==> config.mk <==
export PLATFORM = sky130hd
export DESIGN_NAME = keyed_watchdog
export DESIGN_NICKNAME = d
export VERILOG_FILES = /design/src/rtl/kwd_pkg.sv /design/src/rtl/kwd_counter.sv /design/src/rtl/kwd_regfile.sv /design/src/rtl/keyed_watchdog.sv
export SDC_FILE = /design/constraint.sdc
export NUM_CORES = 1
export LEC_CHECK = 0
export BUFFER_PORTS_ARGS = -buffer_cell sky130_fd_sc_hd__buf_2
export CORE_MARGIN = 2
export CORE_UTILIZATION = 60
export DETAILED_ROUTE_END_ITERATION = 6
export PLACE_DENSITY = 0.95
export RECOVER_POWER = 100
export SYNTH_ARGS = -nofsm -noshare
export SYNTH_HDL_FRONTEND = slang
export SYNTH_SLANG_ARGS = --single-unit
==> constraint.sdc <==
create_clock -name clk -period 3.9 [get_ports clk]
set_input_delay 0.585 -clock clk [delete_from_list [all_inputs] [get_ports clk]]
set_output_delay 0.585 -clock clk [all_outputs]
set_load 0.005 [all_outputs]
==> src/rtl/kwd_pkg.sv <==
package kwd_pkg;
  localparam logic [7:0] OFF_COUNT  = 8'h00;
  localparam logic [7:0] OFF_RELOAD = 8'h04;
  localparam logic [7:0] OFF_KICK   = 8'h08;
  localparam logic [7:0] OFF_CTRL   = 8'h0C;
  localparam logic [7:0] OFF_STAT   = 8'h10;
  localparam logic [31:0] KICK_KEY  = 32'h0000_4755;

  localparam int B_EN   = 0;
  localparam int B_RST  = 1;
  localparam int B_IRQ  = 2;
  localparam int B_EXT  = 3;
  localparam int B_TICK = 4;
  localparam int B_TGT  = 5;
  localparam int B_ALT  = 7;

  typedef enum logic [1:0] {
    TGT_SOC  = 2'd0,
    TGT_CHIP = 2'd1,
    TGT_CPU  = 2'd2
  } tgt_e;

  // Reserved code 3 folds onto the SoC domain.
  function automatic tgt_e map_target(input logic [1:0] field);
    return (field == 2'd3) ? TGT_SOC : tgt_e'(field);
  endfunction

  function automatic logic take_step(input logic en, input logic use_tick, input logic tick);
    return en & (use_tick ? tick : 1'b1);
  endfunction
endpackage

==> src/rtl/kwd_counter.sv <==
module kwd_counter #(
  parameter int CNT_W = 32,
  parameter logic [CNT_W-1:0] RST_RELOAD = CNT_W'(255)
) (
  input  logic             clk,
  input  logic             rst_n,
  input  logic             step,
  input  logic             kick,
  input  logic [CNT_W-1:0] reload,
  output logic [CNT_W-1:0] cnt_q,
  output logic             expire
);
  logic at_zero;
  assign at_zero = (cnt_q == '0);
  assign expire  = step & at_zero & ~kick;

  always_ff @(posedge clk or negedge rst_n) begin
    if (!rst_n)         cnt_q <= RST_RELOAD;
    else if (kick)      cnt_q <= reload;
    else if (step)      cnt_q <= at_zero ? reload : cnt_q - 1'b1;
  end
endmodule

==> src/rtl/kwd_regfile.sv <==
module kwd_regfile
  import kwd_pkg::*;
#(
  parameter int ADDR_W = 5,
  parameter int DATA_W = 32,
  parameter int CNT_W  = 32,
  parameter logic [CNT_W-1:0] RST_RELOAD = CNT_W'(255)
) (
  input  logic              clk,
  input  logic              rst_n,
  input  logic [ADDR_W-1:0] addr,
  input  logic [DATA_W-1:0] wdata,
  input  logic              we,
  input  logic [CNT_W-1:0]  cnt_q,
  input  logic              expire,
  output logic [7:0]        ctrl_q,
  output logic [CNT_W-1:0]  reload_q,
  output logic [1:0]        stat_q,
  output logic              kick,
  output logic [DATA_W-1:0] rdata
);
  logic hit_reload, hit_kick, hit_ctrl, hit_stat;
  assign hit_reload = (addr == ADDR_W'(OFF_RELOAD));
  assign hit_kick   = (addr == ADDR_W'(OFF_KICK));
  assign hit_ctrl   = (addr == ADDR_W'(OFF_CTRL));
  assign hit_stat   = (addr == ADDR_W'(OFF_STAT));

  assign kick = we & hit_kick & (wdata == DATA_W'(KICK_KEY));

  logic [1:0] stat_set;
  assign stat_set = {expire & ctrl_q[B_ALT], expire};

  always_ff @(posedge clk or negedge rst_n) begin
    if (!rst_n) begin
      ctrl_q   <= '0;
      reload_q <= RST_RELOAD;
      stat_q   <= '0;
    end else begin
      if (we && hit_ctrl)   ctrl_q   <= wdata[7:0];
      if (we && hit_reload) reload_q <= wdata[CNT_W-1:0];
      stat_q <= ((we && hit_stat) ? 2'b00 : stat_q) | stat_set;
    end
  end

  always_comb begin
    rdata = '0;
    if (addr == ADDR_W'(OFF_COUNT)) rdata = DATA_W'(cnt_q);
    else if (hit_reload)            rdata = DATA_W'(reload_q);
    else if (hit_ctrl)              rdata = DATA_W'(ctrl_q);
    else if (hit_stat)              rdata = DATA_W'(stat_q);
  end
endmodule

==> src/rtl/keyed_watchdog.sv <==
module keyed_watchdog
  import kwd_pkg::*;
#(
  parameter int ADDR_W = 5,
  parameter int DATA_W = 32,
  parameter int CNT_W  = 32,
  parameter logic [CNT_W-1:0] RST_RELOAD = CNT_W'(255)
) (
  input  logic              clk,
  input  logic              rst_n,
  input  logic [ADDR_W-1:0] bus_addr,
  input  logic [DATA_W-1:0] bus_wdata,
  input  logic              bus_we,
  output logic [DATA_W-1:0] bus_rdata,
  input  logic              tick_1us,
  output logic              timeout_pulse,
  output logic              reset_req,
  output logic              irq,
  output logic              ext_trig,
  output logic [1:0]        reset_target
);
  logic [7:0]       ctrl_q;
  logic [CNT_W-1:0] reload_q;
  logic [CNT_W-1:0] cnt_q;
  logic [1:0]       stat_q;
  logic             kick;
  logic             step;
  logic             expire;

  kwd_regfile #(
    .ADDR_W(ADDR_W), .DATA_W(DATA_W), .CNT_W(CNT_W), .RST_RELOAD(RST_RELOAD)
  ) u_regs (
    .clk(clk), .rst_n(rst_n), .addr(bus_addr), .wdata(bus_wdata), .we(bus_we),
    .cnt_q(cnt_q), .expire(expire), .ctrl_q(ctrl_q), .reload_q(reload_q),
    .stat_q(stat_q), .kick(kick), .rdata(bus_rdata)
  );

  assign step = take_step(ctrl_q[B_EN], ctrl_q[B_TICK], tick_1us);

  kwd_counter #(.CNT_W(CNT_W), .RST_RELOAD(RST_RELOAD)) u_cnt (
    .clk(clk), .rst_n(rst_n), .step(step), .kick(kick), .reload(reload_q),
    .cnt_q(cnt_q), .expire(expire)
  );

  always_ff @(posedge clk or negedge rst_n) begin
    if (!rst_n) begin
      timeout_pulse <= 1'b0;
      reset_req     <= 1'b0;
      irq           <= 1'b0;
      ext_trig      <= 1'b0;
    end else begin
      timeout_pulse <= expire;
      reset_req     <= expire & ctrl_q[B_RST];
      irq           <= expire & ctrl_q[B_IRQ];
      ext_trig      <= expire & ctrl_q[B_EXT];
    end
  end

  assign reset_target = map_target(ctrl_q[B_TGT+1:B_TGT]);
endmodule

==> metrics.yaml <==
status: "finished with violations"
violations: "DRC, capacitance limit, slew limit"
async_flop_share: 1.00
ys_types: 57
clk_pin_slew_ns: 0.08
syn-num-nets: 471
io_pins: 79
rsz0062_at_grt: "false"
finish.instance_area_mm2: 0.00496
dieWidth_um: 88.5
num_rows: 30
crit_path_end_kind: "register"
clkLatencyLatePin_ns: 0.36
skew_ns: 0.0119
dp_hpwl_um: 8340
synth_top_area_share: 0.362
cts.repair.resized: 0
grt_first_pass_wirelength_um: 19900
root_buffer: "clkbuf_8"
firstDrtPassIters: 7
initialDrtViolationCount: 879
num_vias: 4132
diodes: 0
tightestPinTransition_ns: 1.91
total_leakage_power_uw: 0.00221
met3_usage: 0.0578
period_needed_ns: 3.55
yosysMostFrequentCell: "dfrtp_1"
via_per_inst: 6.81
setup_violations: 0
critPathCapture: "u_cnt.cnt_q[19]$_DFFE_PN0P_"
finalPower_uw: 2410
ys_seq_area_frac: 0.460
path_class: "reg -> reg"
port_buffers: 78
clock_path_buffers: 2
synth_top_cells_by_area: "dfrtp_1, mux2_2, dfstp_2"
grt_pass1_vias: 3953
busiest_layer: "met2"
min_period_over_period: 0.911
synth_commonest_cells: "dfrtp_1, mux2_2, nor2_1"
rr_worst_depth: 9
grt_overflow: 0
die_area_mm2: 0.00784
r2r_end: "u_cnt.cnt_q[19]$_DFFE_PN0P_"
ir_drop_uv: 281
antenna_found_initial: 0
crit_required_ns: 4.18
yosysTopAreaCell: "dfrtp_1"
yosysWarnings: 0
syn_avg_cell_area_um2: 10.0
start_util: 0.624
rrSetupSlack_ns: 0.35
wl_per_cell_um: 20.3
grt_util_all_layers: 0.335
die_h_um: 88.5
drive_gt1_frac: 0.284
wirelength_um: 12300
post-place-ws_ns: 0.843
maxCapViolCount: 1
finalMaxSlewViolations: 79
slew_headroom: -0.276
route.detailed.drc: 5
worstSetupStartpointType: "register"
nets: 549
crit_arrival_ns: 3.84
grt_max_degree: 79
cp_max_fo: 6
cts_tree: "yes"
startpoint: "u_cnt.cnt_q[0]$_DFFE_PN1P_"
fmax_mhz: 281
holdBufCountCts: 0
synth_edf_count: 0
synthFlopType: "dfrtp_1"
hold_viol_final: 0
grt_util_met2: 0.525
ctsHtreeMaxLevel: 3
r2r-start: "u_cnt.cnt_q[0]$_DFFE_PN1P_"
gp_congestion: 0.894
grtUsageMet1: 0.449
hold_slack_ns: 0.471
cts_buffers: 9
placed_area_mm2: 0.00479
synthCells: 428
cts_num_sinks: 78
core-area_mm2: 0.00687
power.density_mw_per_mm2: 487
num-fill-cells: 489
ant_nets: 0
cts_setup_buffers: 0
syn_area_mm2: 0.00429
tns_ns: 0
layout_setup_ws_ns: 0.346
ys_ff_latch: 78
area_growth_syn_to_layout_pct: 15.6
hold_class: "in -> reg"
[worst min path at each step]
| stage | from | end | slack (ns) | cells after the start |
|---|---|---|---|---|
| floorplan | rst_n | ext_trig$_DFF_PN0_ | 0.29 | 0 |
| global placement | u_regs.stat_q[0]$_DFF_PN0_ | u_regs.stat_q[0]$_DFF_PN0_ | 0.46 | 1 |
| detailed placement | u_regs.stat_q[0]$_DFF_PN0_ | u_regs.stat_q[0]$_DFF_PN0_ | 0.48 | 1 |
| CTS | rst_n | u_regs.reload_q[23]$_DFFE_PN0P_ | 0.42 | 1 |
| global route | bus_wdata[8] | u_regs.reload_q[8]$_DFFE_PN0P_ | 0.48 | 2 |
| finish | bus_wdata[24] | u_regs.reload_q[24]$_DFFE_PN0P_ | 0.47 | 2 |
[power breakdown]
part           leakage (µW)  switching [µW]  total, µW  internal, µW
Clock              0.000110             292        668           377
Combinational       0.00112             298        549           250
Sequential         0.000978             194       1200          1000
[worst max-delay path: stages (launching register included)]
cell and delay, ns:
dfstp_2 0.40, inv_1 0.09, ha_1 0.16, or4b_2 0.60, nor3_1 0.59, nand4_1 0.42, o21ai_0 0.78, buf_4 0.29
nor3_1 0.06, nor2_1 0.10
[routing by layer]
layer	part of all wire	wire length (µm)
met5	0	0
met4	0.043	525
met3	0.10	1240
met2	0.48	5870
met1	0.38	4700
[sequential cells by signal, indices dropped and copies added, names as in the netlist]
signal and cells:
u_regs.reload_q 32, ext_trig 1, reset_req 1, u_cnt.cnt_q 32, irq 1, u_regs.ctrl_q 8
timeout_pulse 1, u_regs.stat_q 2
[layout by cell type, fill, tap and decap left out, drive strengths merged, types with 3 or more instances in the layout]
cell type	count
a22oi	6
o21ai	16
mux2	47
mux2i	3
dfstp	16
xnor2	4
a22o	23
nor4	8
nand3	9
a21oi	27
nor3	19
xor2	4
or3	9
o22ai	5
nor2b	3
inv	5
nor4bb	3
o21bai	3
or2	5
nor2	47
nand4	7
nand2	26
buf	58
a31oi	4
a21o	3
clkbuf	40
dfrtp	62
or4	9
and2	5
[area by class of cell]
class | count | area (µm²) | area share
multi-input combinational | 326 | 2220 | 0.447
clock buffer | 12 | 145 | 0.0293
clock inverter | 4 | 70.1 | 0.0141
tap | 96 | 120 | 0.0242
inverter | 5 | 18.8 | 0.00379
timing repair buffer | 86 | 413 | 0.0833
sequential | 78 | 1970 | 0.398
[per-stage QoR]
stage / util / instances
after global routing: 0.721 / 607
after global placement: 0.698 / 591
after CTS: 0.729 / 607
after detailed placement: 0.698 / 591
final: 0.721 / 607
after floorplan: - / 428
[kinds of logic (layout without fill, tap and decap cells)]
family,Yosys count,count (layout),share of synthesized area
adders and majority gates,2,2,0.00584
xor gates and xnor gates,8,8,0.0163
muxes,50,50,0.130
buffers and inverters,24,107,0.0216
AOI/OAI and AO/OA,102,102,0.161
DFF,78,78,0.460
and+or+nand+nor,164,164,0.204
Note: power is estimated with default switching activity, not from simulation.
